[config.mk]
export PLATFORM = sky130hd
export DESIGN_NAME = vid_timing_meter
export DESIGN_NICKNAME = d
export VERILOG_FILES = /design/src/rtl/vtm_pkg.sv /design/src/rtl/vtm_span.sv /design/src/rtl/vtm_frame_stats.sv /design/src/rtl/vtm_lock_mon.sv /design/src/rtl/vid_timing_meter.sv
export SDC_FILE = /design/constraint.sdc
export NUM_CORES = 1
export LEC_CHECK = 0
export BUFFER_PORTS_ARGS = -buffer_cell sky130_fd_sc_hd__clkbuf_2
export CAP_MARGIN = 40
export CORE_ASPECT_RATIO = 1.2
export CORE_MARGIN = 2
export CORE_UTILIZATION = 25
export CTS_BUF_LIST = sky130_fd_sc_hd__clkbuf_8
export DETAILED_ROUTE_END_ITERATION = 8
export SYNTH_ARGS = -nofsm -noshare
export SYNTH_HDL_FRONTEND = slang
export SYNTH_HIERARCHICAL = 1
export SYNTH_SLANG_ARGS = --single-unit
[constraint.sdc]
create_clock -name clk -period 5.35 [get_ports clk]
set_input_delay 0.8025 -clock clk [delete_from_list [all_inputs] [get_ports clk]]
set_output_delay 0.8025 -clock clk [all_outputs]
set_load 0.05 [all_outputs]
[src/rtl/vtm_pkg.sv]
package vtm_pkg;
  localparam int SPAN_W = 16;
  localparam int STAT_W = 32;

  typedef struct packed {
    logic [SPAN_W-1:0] tot_m1;
    logic [SPAN_W-1:0] wid;
    logic [SPAN_W-1:0] fp;
    logic [SPAN_W-1:0] bp;
  } span_t;
endpackage

[src/rtl/vtm_span.sv]
// One axis of timing: position counter plus edge-captured spans.
// Steps only when step is high (every clock for horizontal, once per line for vertical).
module vtm_span
  import vtm_pkg::*;
(
  input  logic  clk,
  input  logic  rst_n,
  input  logic  clr,
  input  logic  step,
  input  logic  sync_act,
  input  logic  act,
  output span_t res,
  output logic  lead
);
  logic              sync_q, act_q, seen, had_act;
  logic [SPAN_W-1:0] pos, act_end;
  logic              trail, arise, afall;

  assign lead  = step & sync_act & ~sync_q;
  assign trail = step & ~sync_act & sync_q;
  assign arise = step & act & ~act_q;
  assign afall = step & ~act & act_q;

  always_ff @(posedge clk) begin
    if (!rst_n || clr) begin
      sync_q  <= 1'b0;
      act_q   <= 1'b0;
      seen    <= 1'b0;
      had_act <= 1'b0;
      pos     <= '0;
      act_end <= '0;
      res     <= '0;
    end else if (step) begin
      sync_q <= sync_act;
      act_q  <= act;
      pos    <= lead ? '0 : pos + 1'b1;
      if (lead) begin
        seen    <= 1'b1;
        had_act <= 1'b0;
        if (seen) res.tot_m1 <= pos;
        if (seen && had_act) res.fp <= pos + 1'b1 - act_end;
      end
      if (trail) res.wid <= pos + 1'b1;
      if (arise) begin
        res.bp  <= pos + 1'b1 - res.wid;
        had_act <= 1'b1;
      end
      if (afall) act_end <= pos + 1'b1;
    end
  end
endmodule

[src/rtl/vtm_frame_stats.sv]
// Per-frame accumulators captured at each frame boundary.
module vtm_frame_stats #(
  parameter int CNT_W  = 32,
  parameter int LINE_W = 16
) (
  input  logic              clk,
  input  logic              rst_n,
  input  logic              clr,
  input  logic              line_end,
  input  logic              line_had_de,
  input  logic              aux,
  input  logic              frame_lead,
  output logic [CNT_W-1:0]  pix_m1,
  output logic [CNT_W-1:0]  vb_m1,
  output logic [LINE_W-1:0] de_lines,
  output logic [LINE_W-1:0] frames,
  output logic              seen
);
  logic [CNT_W-1:0]  pix_cnt, line_aux, vb_sum;
  logic [LINE_W-1:0] line_sum;
  logic [CNT_W-1:0]  aux_add;
  logic [LINE_W-1:0] de_add;

  assign aux_add = line_had_de ? '0 : line_aux;
  assign de_add  = line_had_de ? LINE_W'(1) : '0;

  always_ff @(posedge clk) begin
    if (!rst_n || clr) begin
      pix_cnt  <= '0;
      line_aux <= '0;
      vb_sum   <= '0;
      line_sum <= '0;
      pix_m1   <= '0;
      vb_m1    <= '0;
      de_lines <= '0;
      frames   <= '0;
      seen     <= 1'b0;
    end else begin
      pix_cnt  <= frame_lead ? '0 : pix_cnt + 1'b1;
      line_aux <= line_end ? CNT_W'(aux) : line_aux + CNT_W'(aux);
      if (frame_lead) begin
        seen     <= 1'b1;
        pix_m1   <= pix_cnt;
        vb_m1    <= vb_sum + aux_add - 1'b1;
        de_lines <= line_sum + de_add;
        vb_sum   <= '0;
        line_sum <= '0;
        if (seen) frames <= frames + 1'b1;
      end else if (line_end) begin
        vb_sum   <= vb_sum + aux_add;
        line_sum <= line_sum + de_add;
      end
    end
  end
endmodule

[src/rtl/vtm_lock_mon.sv]
module vtm_lock_mon (
  input  logic clk,
  input  logic rst_n,
  input  logic clk_locked,
  input  logic irq_clr,
  output logic lock_sts,
  output logic irq
);
  always_ff @(posedge clk) begin
    if (!rst_n) begin
      lock_sts <= 1'b0;
      irq      <= 1'b0;
    end else begin
      lock_sts <= clk_locked;
      if (lock_sts && !clk_locked) irq <= 1'b1;
      else if (irq_clr)            irq <= 1'b0;
    end
  end
endmodule

[src/rtl/vid_timing_meter.sv]
module vid_timing_meter
  import vtm_pkg::*;
#(
  parameter int WORD_W = 32,
  parameter int ACC_W  = STAT_W
) (
  input  logic              clk,
  input  logic              rst_n,
  input  logic              hsync,
  input  logic              vsync,
  input  logic              de,
  input  logic              aux_data,
  input  logic [1:0]        pol_sel,
  input  logic              meas_en,
  input  logic              freeze,
  input  logic              clk_locked,
  input  logic              irq_clr,
  output logic [WORD_W-1:0] h_word0,
  output logic [WORD_W-1:0] h_word1,
  output logic [WORD_W-1:0] v_word0,
  output logic [WORD_W-1:0] v_word1,
  output logic [WORD_W-1:0] cnt_word,
  output logic [ACC_W-1:0]  pix_frame_m1,
  output logic [ACC_W-1:0]  vb_data_m1,
  output logic              lock_sts,
  output logic              irq
);
  localparam int HALF_W = WORD_W / 2;

  logic              clr;
  logic              hs_act, vs_act;
  logic              h_lead, v_lead;
  logic              vs_line, line_de;
  logic              commit_pend;
  span_t             h_res, v_res;
  logic [ACC_W-1:0]  st_pix, st_vb;
  logic [HALF_W-1:0] st_lines, st_frames;
  logic              st_seen;

  assign clr    = ~meas_en;
  assign hs_act = pol_sel[0] ? hsync : ~hsync;
  assign vs_act = pol_sel[1] ? vsync : ~vsync;

  // line-level inputs for the vertical axis: describe the line that just ended
  always_ff @(posedge clk) begin
    if (!rst_n || clr) begin
      vs_line <= 1'b0;
      line_de <= 1'b0;
    end else begin
      if (h_lead) begin
        vs_line <= vs_act;
        line_de <= de;
      end else if (de) begin
        line_de <= 1'b1;
      end
    end
  end

  vtm_span u_hspan (
    .clk(clk), .rst_n(rst_n), .clr(clr), .step(1'b1),
    .sync_act(hs_act), .act(de), .res(h_res), .lead(h_lead)
  );

  vtm_span u_vspan (
    .clk(clk), .rst_n(rst_n), .clr(clr), .step(h_lead),
    .sync_act(vs_line), .act(line_de), .res(v_res), .lead(v_lead)
  );

  vtm_frame_stats #(.CNT_W(ACC_W), .LINE_W(HALF_W)) u_stats (
    .clk(clk), .rst_n(rst_n), .clr(clr),
    .line_end(h_lead), .line_had_de(line_de), .aux(aux_data),
    .frame_lead(v_lead),
    .pix_m1(st_pix), .vb_m1(st_vb), .de_lines(st_lines),
    .frames(st_frames), .seen(st_seen)
  );

  vtm_lock_mon u_lock (
    .clk(clk), .rst_n(rst_n), .clk_locked(clk_locked),
    .irq_clr(irq_clr), .lock_sts(lock_sts), .irq(irq)
  );

  // commit one cycle after a frame boundary so all shadows have settled
  always_ff @(posedge clk) begin
    if (!rst_n || clr) begin
      commit_pend  <= 1'b0;
      h_word0      <= '0;
      h_word1      <= '0;
      v_word0      <= '0;
      v_word1      <= '0;
      cnt_word     <= '0;
      pix_frame_m1 <= '0;
      vb_data_m1   <= '0;
    end else begin
      commit_pend <= v_lead & st_seen;
      if (commit_pend && !freeze) begin
        h_word0      <= {HALF_W'(h_res.tot_m1), HALF_W'(h_res.wid)};
        h_word1      <= {HALF_W'(h_res.fp), HALF_W'(h_res.bp - SPAN_W'(2))};
        v_word0      <= {HALF_W'(v_res.tot_m1), HALF_W'(v_res.wid)};
        v_word1      <= {HALF_W'(v_res.fp - SPAN_W'(1)), HALF_W'(v_res.bp)};
        cnt_word     <= {st_frames, st_lines};
        pix_frame_m1 <= st_pix;
        vb_data_m1   <= st_vb;
      end
    end
  end
endmodule

After elaboration in Yosys (flattened, before gate mapping)

Cells that the tools add are included.

Register bits after elaboration: 638
Input bits: 12

Bitwise logic cells: 24
Add/sub/neg operators: 14
Reduce and logical (&&, ||, !) cells: 24
Muxes and demuxes: 14

Operators by type and width:

| operator                                                              | number |
|---|---|
| 16-bit subtractor                                                     | 4 |
| 16-bit by 1-bit adder with 16-bit output (second input constant)      | 3 |
| 32-bit by 1-bit adder with 32-bit output                              | 1 |
| 32-bit by 1-bit adder with 32-bit output (second input constant)      | 1 |
| 32-bit adder                                                          | 1 |
| 32-bit 2-to-1 mux                                                     | 1 |
| 32-bit by 1-bit subtractor with 32-bit output (second input constant) | 1 |
| 16-bit adder                                                          | 1 |
| 16-bit 2-to-1 mux                                                     | 1 |
| 2-bit AND reduction                                                   | 8 |
| 16-bit by 1-bit subtractor with 16-bit output (second input constant) | 1 |
| 16-bit by 2-bit subtractor with 16-bit output (second input constant) | 1 |
| 1-bit AND                                                             | 13 |
| 1-bit 2-to-1 mux                                                      | 12 |
| 1-bit inverter                                                        | 11 |
| 2-bit nonzero test                                                    | 4 |
| 3-bit AND reduction                                                   | 2 |
| 1-bit logical AND                                                     | 4 |
| 2-bit OR reduction                                                    | 2 |
| 1-bit logical NOT                                                     | 3 |
| 1-bit logical OR                                                      | 1 |

Depth between registers and ports, before layout

Gate-level depths: netlist of the first run.

Depth in word-level cells: 7
Depth in mapped cells: 15
Mapped depth without buffers: 15

By module

The synthesis of the first run kept the hierarchy.

Modules (own cells, without submodules):

| module             | seq. area each (um^2) | cells each | area each (um^2) | instances |
|---|---|---|---|---|
| vtm_frame_stats    | 4,184.0               | 1,260      | 10,651.5         | 1 |
| vid_timing_meter   | 4,544.4               | 1,034      | 8,216.6          | 1 |
| vtm_span (u_hspan) | 2,001.9               | 679        | 5,411.4          | 1 |
| vtm_span (u_vspan) | 2,001.9               | 662        | 5,293.8          | 1 |
| vtm_lock_mon       | 40.0                  | 6          | 71.3             | 1 |

Worst setup path before layout of the first run

Ideal clock, no wire load.

Path type: reg2reg
From: register line_de
To: register u_stats.vb_m1[27]
Cell stages (with the launch flop): 15
Data arrival time: 3.920 ns
Buffers on the path: 1
Setup slack: 1.355 ns
Required time: 5.276 ns
Library setup time: 0.074 ns
Period minus slack after synthesis: 3.995 ns
Cells stage by stage: dfxtp_1 clkbuf_1 nor2b_1 ha_1 fa_1 a21o_1 a21oi_1 xnor2_1 or2_2 or3_4 or4_4 nor2_8 nand3_4 or4_1 a31oi_1

Cells in the longest elaborated chain, start to end: 3

RTL lines:

| what                                          | line                   | RTL |
|---|---|---|
| start: declaration                            | vid_timing_meter.sv:33 | `logic vs_line, line_de;` |
| start signal: assignment                      | vid_timing_meter.sv:48 | `line_de <= 1'b0;` |
| start signal: assignment                      | vid_timing_meter.sv:52 | `line_de <= de;` |
| start signal: assignment                      | vid_timing_meter.sv:54 | `line_de <= 1'b1;` |
| 32-bit 2-to-1 mux                             | vtm_frame_stats.sv:24  | `assign aux_add = line_had_de ? '0 : line_aux;` |
| 32-bit adder                                  | vtm_frame_stats.sv:44  | `vb_m1 <= vb_sum + aux_add - 1'b1;` |
| 32-bit by 1-bit subtractor with 32-bit output | vtm_frame_stats.sv:44  |  |
| end signal: assignment                        | vtm_frame_stats.sv:44  |  |
| end: declaration                              | vtm_frame_stats.sv:14  | `output logic [CNT_W-1:0] vb_m1,` |

Every way passes these cells.
A chain may end at the register's enable or synchronous reset.

Worst setup path in the final report of the first run

Ends and elaborated chain as after synthesis.

==> results.sh, run 1 <==
export IMPL_async_flop_share_pct=0
export IMPL_hold_buffers=0
export IMPL_max_slew_worst_pin_slew_ns=0.8559
export IMPL_whs_ns=0.2167
export IMPL_cts_sinks=638
export IMPL_cts_setup_buffers=0
export IMPL_via_count=25560
export IMPL_rsz0062_at_grt="no"
export IMPL_timing_final_ws_setup_ns=0.9016
export IMPL_viasPerCell=4.695
export IMPL_io_pins=238
export IMPL_ir_worst_vdd_mv=0.1778
export IMPL_final_seq_area_um2=12770
export IMPL_synth_seq_cells=638
export IMPL_dp_hpwl_um=61650
export IMPL_status="finished, final reports clean"
export IMPL_root_buffer="clkbuf_8"
export IMPL_min_path_cells=2
export IMPL_place_congestion=0.8905
export IMPL_gr_total_overflow=0
export IMPL_regToRegEndpoint="u_stats/vb_m1[27]"
export IMPL_ys_flop_type="dfxtp_1"
export IMPL_max_cap_viol_count=0
export IMPL_drt_pass1_iterations=5
export IMPL_htreeDepth=3
export IMPL_port_buffers=237
export IMPL_ys_types=102
export IMPL_nets=3934
export IMPL_r2r_slack_ns=0.90
export IMPL_synth_edf_count=0
export IMPL_dieHeight_um=381.2
export IMPL_min_to="u_lock/lock_sts"
export IMPL_final_common_cell="nand2_1"
export IMPL_area_growth_pct=17.32
export IMPL_slew_violations=0
export IMPL_synthCells=3641
export IMPL_critPathLaunchType="flip-flop"
export IMPL_clock_skew_ns=0.06657
export IMPL_period_minus_slack_ns=4.448
export IMPL_finalCritPeriodShare_pct=83.15
export IMPL_clockBufferDepth=3
export IMPL_r2r_start="line_de"
export IMPL_criticalPathCategory="reg -> reg"
export IMPL_insertion_delay_ns=0.81
export IMPL_dieArea_um2=121400
export IMPL_timing_fmax_mhz=224.8
export IMPL_die_w_um=318.4
export IMPL_cts_made_buffers=109
export IMPL_place_inst=5243
export IMPL_hold_viol=0
export IMPL_rows=138
export IMPL_cts_tree="built"
export IMPL_final_cells=5444
export IMPL_first_global_vias=24330
export IMPL_core_um2=117800
export IMPL_netlist_area_um2=29640
export IMPL_yosys_warnings=6
export IMPL_drtIter0Drc=1704
export IMPL_end_kind="flip-flop"
export IMPL_grt_max_degree=125
export IMPL_path_max_fanout=13
export IMPL_antenna_left=0
export IMPL_synth_net_count=3761
export IMPL_fillers=12700
export IMPL_start_util_pct=25.17
export IMPL_required_ns=6.04
export IMPL_finalSetupTns_ns=0
export IMPL_drc=0
export IMPL_multi_input_area_um2=15610
export IMPL_hp_start="clk_locked"
export IMPL_powerDensity_nw_per_um2=288.6
export IMPL_antenna_found_initial=4
export IMPL_drt_total_wl_um=87160
export IMPL_hp_class="in -> reg"
export IMPL_cp_data_arrival_time_ns=5.14
export IMPL_leakagePower_nw=12.88
export IMPL_utilization_pct=29.53
export IMPL_clk_pin_slew_ns=0.07
export IMPL_rr_worst_depth=13
export IMPL_detailedPlace_worstSlack_ns=0.9379
export IMPL_relSlewSlack_pct=42.94
export IMPL_mostFrequentLayoutCells="639 x nand2_1, 638 x dfxtp_1, 414 x nor2_1"
export IMPL_synth_seq_area_share_pct=43.08
export IMPL_final_layout_size_suffix_gt1_share_pct=13.18
export IMPL_syn_avg_cell_area_um2=8.142
export IMPL_wl_per_cell_um=16.01
export IMPL_grt_usage_pct=14.04
export IMPL_cts_resized_gates=0
export IMPL_setup_violations_final=0
export IMPL_grt_pass1_wl_um=137000
export IMPL_top_regs="u_hspan/res x64, u_vspan/res x64"
-- worst max-delay path: stages, from the launching register on --
cell and delay (ns):
dfxtp_1 0.57, nor2b_1 0.09, ha_1 0.22, fa_1 0.42, a21o_1 0.21, a221o_1 0.35
a21oi_1 0.33, o311ai_1 0.26, xor2_1 0.24, nand4b_1 0.41, nor2_1 0.50, nand3_4 0.15
or4_1 0.42, a31oi_1 0.16
-- through the flow --
step | area (um2) | total power, mW
3_3_place_gp | 32200 | 5.237
6_report | 34780 | 10.04
2_1_floorplan | 29640 | 5.133
5_1_grt | 34770 | 10.45
4_1_cts | 34770 | 10.23
3_5_place_dp | 32340 | 5.246
-- metal layers --
metal / vias to the layer above / share of wire (%) / global-route usage (%)
met1: 12070 / 47 / 18.42
met4: 0 / 2.7 / 4.494
li1: 12790 / - / -
met3: 152 / 5.0 / 2.833
met5: - / 0 / 0
met2: 547 / 46 / 23.01
-- how the worst max path moves through the flow --
stage | start | endpoint | cells after the start
6_report | line_de | u_stats/vb_m1[27] | 13
3_5_place_dp | line_de | u_stats/vb_m1[27] | 13
2_1_floorplan | line_de | u_stats/vb_m1[27] | 14
5_1_grt | line_de | u_stats/vb_m1[27] | 13
4_1_cts | line_de | u_stats/vb_m1[27] | 13
3_3_place_gp | line_de | u_stats/vb_m1[27] | 13
-- kinds of logic (layout without fill, tap and decap cells) --
kind of cell,after synthesis,in the layout,synth area share (%)
and+or+nand+nor,1476,1476,22.65
xor gates and xnor gates,219,219,6.559
muxes,75,75,2.532
buffers and inverters,334,592,4.440
other,1,6,0.01265
AOI/OAI and AO/OA,790,790,16.03
DFF,638,638,43.08
adders and majority gates,108,108,4.685
-- area by class of cell --
class                           count  share of cell area, %
Tap cell                         1540                  5.540
Clock buffer                      136                  5.382
Antenna cell                        5                0.03598
Clock inverter                     60                  1.583
Inverter                          127                  1.381
Multi-Input combinational cell   2669                  44.88
Sequential cell                   638                  36.72
Timing Repair Buffer              269                  4.472
-- Yosys cell counts (all sizes together), types with 8 or more instances --
| master | count | area (um2) |
|---|---|---|
| o21ai | 122 | 621.9 |
| dfxtp | 638 | 12770 |
| or3 | 26 | 175.2 |
| nand3b | 8 | 63.81 |
| nand3 | 91 | 485.5 |
| nand2 | 642 | 2412 |
| and2 | 17 | 107.6 |
| o211ai | 9 | 67.56 |
| a21oi | 402 | 2019 |
| a211oi | 119 | 903.4 |
| nor4 | 15 | 121.4 |
| a311oi | 9 | 78.83 |
| or4 | 9 | 78.82 |
| nand2b | 26 | 162.7 |
| and3 | 41 | 266.5 |
| or2 | 11 | 68.81 |
| mux2i | 75 | 750.7 |
| ha | 103 | 1289 |
| xnor2 | 112 | 988.4 |
| buf | 39 | 195.2 |
| clkbuf | 168 | 643.1 |
| nor3 | 42 | 231.5 |
| o31ai | 17 | 132.6 |
| nand4 | 36 | 240.2 |
| a21o | 19 | 142.6 |
| a31oi | 15 | 93.84 |
| inv | 126 | 473.0 |
| nor2 | 420 | 1600 |
| o21a | 14 | 105.1 |
| nor2b | 61 | 381.6 |
| and4 | 11 | 101.4 |
| xor2 | 107 | 955.9 |
-- where the power goes --
group / internal (mW) / total (mW) / switching (mW)
sequential: 4.76 / 4.78 / 0.0132
combinational: 0.113 / 0.363 / 0.250
clock: 2.74 / 4.90 / 2.16
Power figures use the tool's default switching activity.
==> run 2, diff against run 1 <==
==> constraint.sdc (replaced) <==
create_clock -name clk -period 4.3 [get_ports clk]
set_input_delay 0.645 -clock clk [delete_from_list [all_inputs] [get_ports clk]]
set_output_delay 0.645 -clock clk [all_outputs]
set_load 0.05 [all_outputs]
==> results.sh, run 2 (same netlist as run 1, synthesis figures left out) <==
export IMPL_status="finished, final reports clean"
export IMPL_final_layout_size_suffix_gt1_share_pct=14.11
export IMPL_finalSetupTns_ns=0
export IMPL_slowest_stage="or4_4"
export IMPL_rsz0062_at_grt="no"
export IMPL_leakagePower_nw=13.03
export IMPL_timing_fmax_mhz=247.7
export IMPL_powerDensity_nw_per_um2=354.3
export IMPL_drt_pass1_iterations=5
export IMPL_clockBufferDepth=3
export IMPL_finalCritPeriodShare_pct=93.88
export IMPL_switchingPower_mw=3.001
export IMPL_clk_pin_slew_ns=0.06
export IMPL_path_cells="buf_4, nor2b_1, ha_1, a21o_1, a31o_1, or3_1, and2_1, or3_4, or4_4, nor2_8, nand3_4, or4_1, a31oi_1"
export IMPL_first_global_vias=24590
export IMPL_detailedPlace_worstSlack_ns=0.1783
export IMPL_max_stage_delay_ns=0.58
export IMPL_required_ns=5.00
export IMPL_cts_made_buffers=110
export IMPL_htreeDepth=3
export IMPL_via_count=25610
export IMPL_top_regs="u_hspan/res x64, u_vspan/res x64"
export IMPL_antenna_left=0
export IMPL_pwr_share_clk_pct=48.3
export IMPL_io_pins=238
export IMPL_grt_max_degree=120
export IMPL_max_slew_worst_pin_slew_ns=0.8989
export IMPL_pwr_share_comb_pct=3.8
export IMPL_fillers=12660
export IMPL_grt_pass1_wl_um=137600
export IMPL_slew_violations=0
export IMPL_drc=0
export IMPL_clock_skew_ns=0.05194
export IMPL_seqPwrFrac_pct=47.9
export IMPL_p_sw_share_pct=24.19
export IMPL_period_minus_slack_ns=4.037
export IMPL_grt_usage_pct=14.05
export IMPL_rows=138
export IMPL_insertion_delay_ns=0.78
export IMPL_area_growth_pct=18.08
export IMPL_relSlewSlack_pct=40.07
export IMPL_hold_viol=0
export IMPL_drt_total_wl_um=87310
export IMPL_setup_violations_final=0
export IMPL_whs_ns=0.1284
export IMPL_nets=3964
export IMPL_wl_per_cell_um=15.94
export IMPL_place_inst=5269
export IMPL_die_w_um=318.4
export IMPL_gr_total_overflow=0
export IMPL_antenna_found_initial=6
export IMPL_viasPerCell=4.675
export IMPL_criticalPathCategory="reg -> reg"
export IMPL_mostFrequentLayoutCells="639 x nand2_1, 637 x dfxtp_1, 414 x nor2_1"
export IMPL_end_kind="flip-flop"
export IMPL_dieHeight_um=381.2
export IMPL_drtIter0Drc=1563
export IMPL_root_buffer="clkbuf_8"
export IMPL_cp_data_arrival_time_ns=4.73
export IMPL_dp_hpwl_um=62540
export IMPL_cts_sinks=638
export IMPL_core_um2=117800
export IMPL_ir_worst_vdd_mv=0.2088
export IMPL_final_seq_area_um2=12770
export IMPL_path_max_fanout=10
export IMPL_final_common_cell="nand2_1"
export IMPL_port_buffers=237
export IMPL_hp_class="in -> reg"
export IMPL_final_cells=5478
export IMPL_crit_family="simple AND/OR/NAND/NOR gates"
export IMPL_cts_tree="built"
export IMPL_place_congestion=0.9103
export IMPL_multi_input_area_um2=15640
export IMPL_critical_path_buf_inv_count=1
export IMPL_max_cap_viol_count=0
export IMPL_critPathLaunchType="flip-flop"
export IMPL_start_util_pct=25.17
export IMPL_internal_power_mw=9.402
export IMPL_dieArea_um2=121400
export IMPL_timing_final_ws_setup_ns=0.2631
-- run 2: cell types whose count changed in the layout (fill, tap and decap cells not counted), moves of 2 or more --
| cell | change |
|---|---|
| bufinv_16 | -2 |
| clkinvlp_4 | -2 |
| clkbuf_8 | +2 |
| buf_4 | +28 |
| inv_1 | -3 |
| clkinv_2 | +11 |
-- run 2: power groups by stage --
stage | clock network [mW] | logic, mW | registers [mW]
2_1_floorplan | 0 | 0.318 | 6.07
3_3_place_gp | 0 | 0.454 | 6.07
3_5_place_dp | 0 | 0.463 | 6.07
4_1_cts | 6.23 | 0.466 | 5.94
5_1_grt | 6.47 | 0.510 | 5.94
6_report | 6.00 | 0.465 | 5.94
-- run 2: worst paths after layout --
check	cells past startpoint	startpoint	slack, ns	end
setup / recovery	13	line_de	0.26	u_stats/vb_m1[27]
hold / removal	3	irq_clr	0.13	u_lock/irq
setup reg to reg	13	line_de	0.26	u_stats/vb_m1[27]
hold reg to reg	2	u_stats/pix_m1[9]	0.42	pix_frame_m1[9]
-- run 2: area by class of cell --
| class | instances | share of cell area [%] |
|---|---|---|
| tap | 1540 | 5.505 |
| sequential | 638 | 36.49 |
| inverter | 127 | 1.373 |
| clock inverter | 63 | 1.430 |
| timing repair buffer | 298 | 5.072 |
| multi-input combinational | 2669 | 44.67 |
| antenna | 5 | 0.03574 |
| clock buffer | 138 | 5.426 |
-- run 2: what timing repair did --
item	CTS	global route
resized for setup	0	7
hold buffers	1	0
buffers inserted	0	2
setup endpoints to repair	0	13
endpoints found under the hold margin	1	0
-- run 2: worst reg2reg max path, stage by stage (launching register included) --
cell and delay, ns:
dfxtp_2 0.41, buf_4 0.18, nor2b_1 0.05, ha_1 0.34
a21o_1 0.22, a31o_1 0.28, or3_1 0.35, and2_1 0.22
or3_4 0.41, or4_4 0.58, nor2_8 0.21, nand3_4 0.13
or4_1 0.42, a31oi_1 0.17
-- run 2: through the flow --
step                      instance area, um2  power, mW  util [%]
after floorplan                        29640      6.386         -
after global placement                 32410      6.524     27.53
after detailed placement               32540      6.533     27.63
after CTS                              34940      12.64     29.68
after global routing                   35000      12.92     29.72
final                                  35000      12.40     29.73
-- run 2: layer usage --
metal	GRT usage (%)	routed length, um	vias up
met1	18.41	40380	12030
met2	23.21	40450	584
met4	3.958	1934	2
met5	0	13	-
li1	-	-	12860
met3	2.934	4531	138
==> run 3, diff against run 2 <==
--- a/config.mk
+++ b/config.mk
@@ -5,6 +5,7 @@
 export SDC_FILE = /design/constraint.sdc
 export NUM_CORES = 1
 export LEC_CHECK = 0
+export ABC_AREA = 1
 export BUFFER_PORTS_ARGS = -buffer_cell sky130_fd_sc_hd__clkbuf_2
 export CAP_MARGIN = 40
 export CORE_ASPECT_RATIO = 1.2
==> results.sh, run 3 <==
export IMPL_required_ns=5.06
export IMPL_design_area_um2=37430
export IMPL_max_stage_delay_ns=0.57
export IMPL_final_common_cell="nand2_1"
export IMPL_muxShareOfSynthArea_pct=0
export IMPL_drt_total_wl_um=101200
export IMPL_viasPerCell=4.419
export IMPL_powerDensity_nw_per_um2=347.2
export IMPL_core_um2=127900
export IMPL_synth_common_cells="880 x nand2_1, 839 x nor2_1, 646 x inv_1, 638 x dfxtp_1, 431 x o21ai_0"
export IMPL_status="finished, final reports clean"
export IMPL_start_util_pct=25.09
export IMPL_synth_seq_cells=638
export IMPL_cts_made_buffers=112
export IMPL_drc=0
export IMPL_cp_data_arrival_time_ns=4.09
export IMPL_async_flop_share_pct=0
export IMPL_max_slew_worst_pin_slew_ns=1.109
export IMPL_via_count=29540
export IMPL_yosys_area_top_type_share_pct=39.80
export IMPL_slowest_stage="dfxtp_2"
export IMPL_finalCritPeriodShare_pct=77.39
export IMPL_grt_pass1_wl_um=155400
export IMPL_final_seq_area_um2=12770
export IMPL_rsz0062_at_grt="no"
export IMPL_max_cap_viol_count=0
export IMPL_dieHeight_um=396.5
export IMPL_first_global_vias=27860
export IMPL_timing_fmax_mhz=300.5
export IMPL_cts_sinks=638
export IMPL_synthXorXnorAreaFrac_pct=2.141
export IMPL_clk_pin_slew_ns=0.06
export IMPL_path_max_fanout=23
export IMPL_antenna_left=0
export IMPL_synth_seq_area_share_pct=39.80
export IMPL_relSlewSlack_pct=26.08
export IMPL_end_kind="flip-flop"
export IMPL_cts_tree="built"
export IMPL_ys_top_cells_by_area="dfxtp_1 40%, nand2_1 10%, nor2_1 9.8%"
export IMPL_setup_violations_final=0
export IMPL_crit_family="simple AND/OR/NAND/NOR gates"
export IMPL_synthCells=4673
export IMPL_synthSimpleGateAreaFrac_pct=28.36
export IMPL_critical_path_buf_inv_count=1
export IMPL_synth_compound_area_share_pct=14.52
export IMPL_grt_usage_pct=15.05
export IMPL_cts_resized_gates=0
export IMPL_netlist_area_um2=32090
export IMPL_die_w_um=331.1
export IMPL_synth_edf_count=0
export IMPL_path_cells="nor2_1, ha_1, fa_1, nand3_1, nand3_1, nand2_1, nand2_2, xnor2_1, nand2_1, nor2_2, nand3_4, nor2_8, nand3_1, nand2_1, nand3_1, nand2_1, inv_1"
export IMPL_gr_total_overflow=0
export IMPL_htreeDepth=3
export IMPL_area_growth_pct=16.63
export IMPL_mostFrequentLayoutCells="880 x nand2_1, 834 x nor2_1, 667 x inv_1"
export IMPL_period_minus_slack_ns=3.328
export IMPL_top_regs="u_hspan/res x64, u_vspan/res x64"
export IMPL_hold_viol=0
export IMPL_insertion_delay_ns=0.86
export IMPL_yosysMostFrequentCell="nand2_1"
export IMPL_final_layout_size_suffix_gt1_share_pct=12.79
export IMPL_drt_pass1_iterations=5
export IMPL_clockBufferDepth=3
export IMPL_fillers=14120
export IMPL_final_cells=6685
export IMPL_ir_worst_vdd_mv=0.2120
export IMPL_ys_flop_type="dfxtp_1"
export IMPL_grt_max_degree=248
export IMPL_port_buffers=237
export IMPL_dieArea_um2=131300
export IMPL_multi_input_area_um2=15870
export IMPL_ys_types=53
export IMPL_wl_per_cell_um=15.13
export IMPL_hp_class="in -> reg"
export IMPL_criticalPathCategory="reg -> reg"
export IMPL_leakagePower_nw=18.45
export IMPL_utilization_pct=29.26
export IMPL_clock_skew_ns=0.07597
export IMPL_critPathLaunchType="flip-flop"
export IMPL_synth_top_family_by_area="simple AND/OR/NAND/NOR gates"
export IMPL_synth_top_cell_by_area="dfxtp_1"
export IMPL_finalSetupTns_ns=0
export IMPL_rows=144
export IMPL_dp_hpwl_um=74500
export IMPL_syn_avg_cell_area_um2=6.867
export IMPL_place_inst=6473
export IMPL_dpl_cell_area_um2=34860
export IMPL_slew_violations=0
export IMPL_drtIter0Drc=1881
export IMPL_place_congestion=0.8948
export IMPL_root_buffer="clkbuf_8"
export IMPL_nets=5031
export IMPL_yosys_warnings=6
export IMPL_io_pins=238
export IMPL_antenna_found_initial=5
export IMPL_synth_adder_area_share_pct=4.328
-- run 3: cell types whose count changed in the layout (fill, tap and decap cells not counted), sizes merged, moves of 28 or more --
cell    delta
a211oi   -113
o211ai    +28
a21oi    -102
nor2b     -61
xnor2     -91
nand2    +287
nand3    +103
nor2     +472
inv      +535
mux2i     -75
xor2      -53
o21ai    +333
and3      -40
-- run 3: worst min-delay path, cell delays in order --
cell and delay [ns]:
clkbuf_2 0.16, nor2_1 0.08, nor2_1 0.10
-- run 3: layout make-up --
| class | instances | share of cell area [%] |
|---|---|---|
| Clock buffer | 146 | 5.369 |
| Clock inverter | 60 | 1.391 |
| Tap cell | 1679 | 5.613 |
| Sequential cell | 638 | 34.13 |
| Inverter | 666 | 6.706 |
| Timing Repair Buffer | 288 | 4.366 |
| Multi-Input combinational cell | 3205 | 42.41 |
| Antenna cell | 3 | 0.02006 |
-- run 3: kinds of logic (layout without fill, tap and decap cells) --
family,count (synthesis),after routing
AO/OA/AOI/OAI,867,867
other,1,7
XOR/XNOR,75,75
buffers and inverters,833,1160
AND/OR/NAND/NOR,2151,2151
flip-flops,638,638
adder cells (fa/ha/maj),108,108
-- run 3: final timing paths --
kind              depth (start not counted)              start  slack (ns)           endpoint
hold reg to reg                           2  u_stats/pix_m1[3]        0.46  u_stats/pix_m1[3]
hold / removal                            3                 de        0.20      u_hspan/act_q
setup / recovery                         17            line_de        0.97  u_stats/vb_m1[31]
setup reg to reg                         17            line_de        0.97  u_stats/vb_m1[31]
-- run 3: per-stage QoR --
step	hold slack (ns)	setup slack (ns)	total power, mW
3_5_place_dp	0.4461	0.5700	6.820
3_3_place_gp	0.4392	0.5281	6.810
6_report	0.2032	0.9724	13.00
5_1_grt	0.2128	0.6043	13.56
4_1_cts	0.1455	0.9625	13.22
2_1_floorplan	0.4223	1.254	6.620
-- run 3: timing repair --
item | 4_1_cts | 5_1_grt
endpoints found under the hold margin | 3 | 0
hold buffers | 3 | 0
setup buffers | 0 | 0
-- run 3: metal layers --
layer / global-route usage [%] / share of wire, % / vias to the layer above
met5: 0 / 0 / -
met4: 5.623 / 3.1 / 0
met3: 2.820 / 4.7 / 164
met2: 25.77 / 48 / 614
met1: 18.56 / 44 / 13450
li1: - / - / 15310
-- run 3: power breakdown --
part	internal [mW]	total (mW)	switching, mW
Clock	3.50	6.30	2.81
Combinational	0.213	0.710	0.498
Sequential	5.95	5.98	0.0348
Total	9.66	13.0	3.34
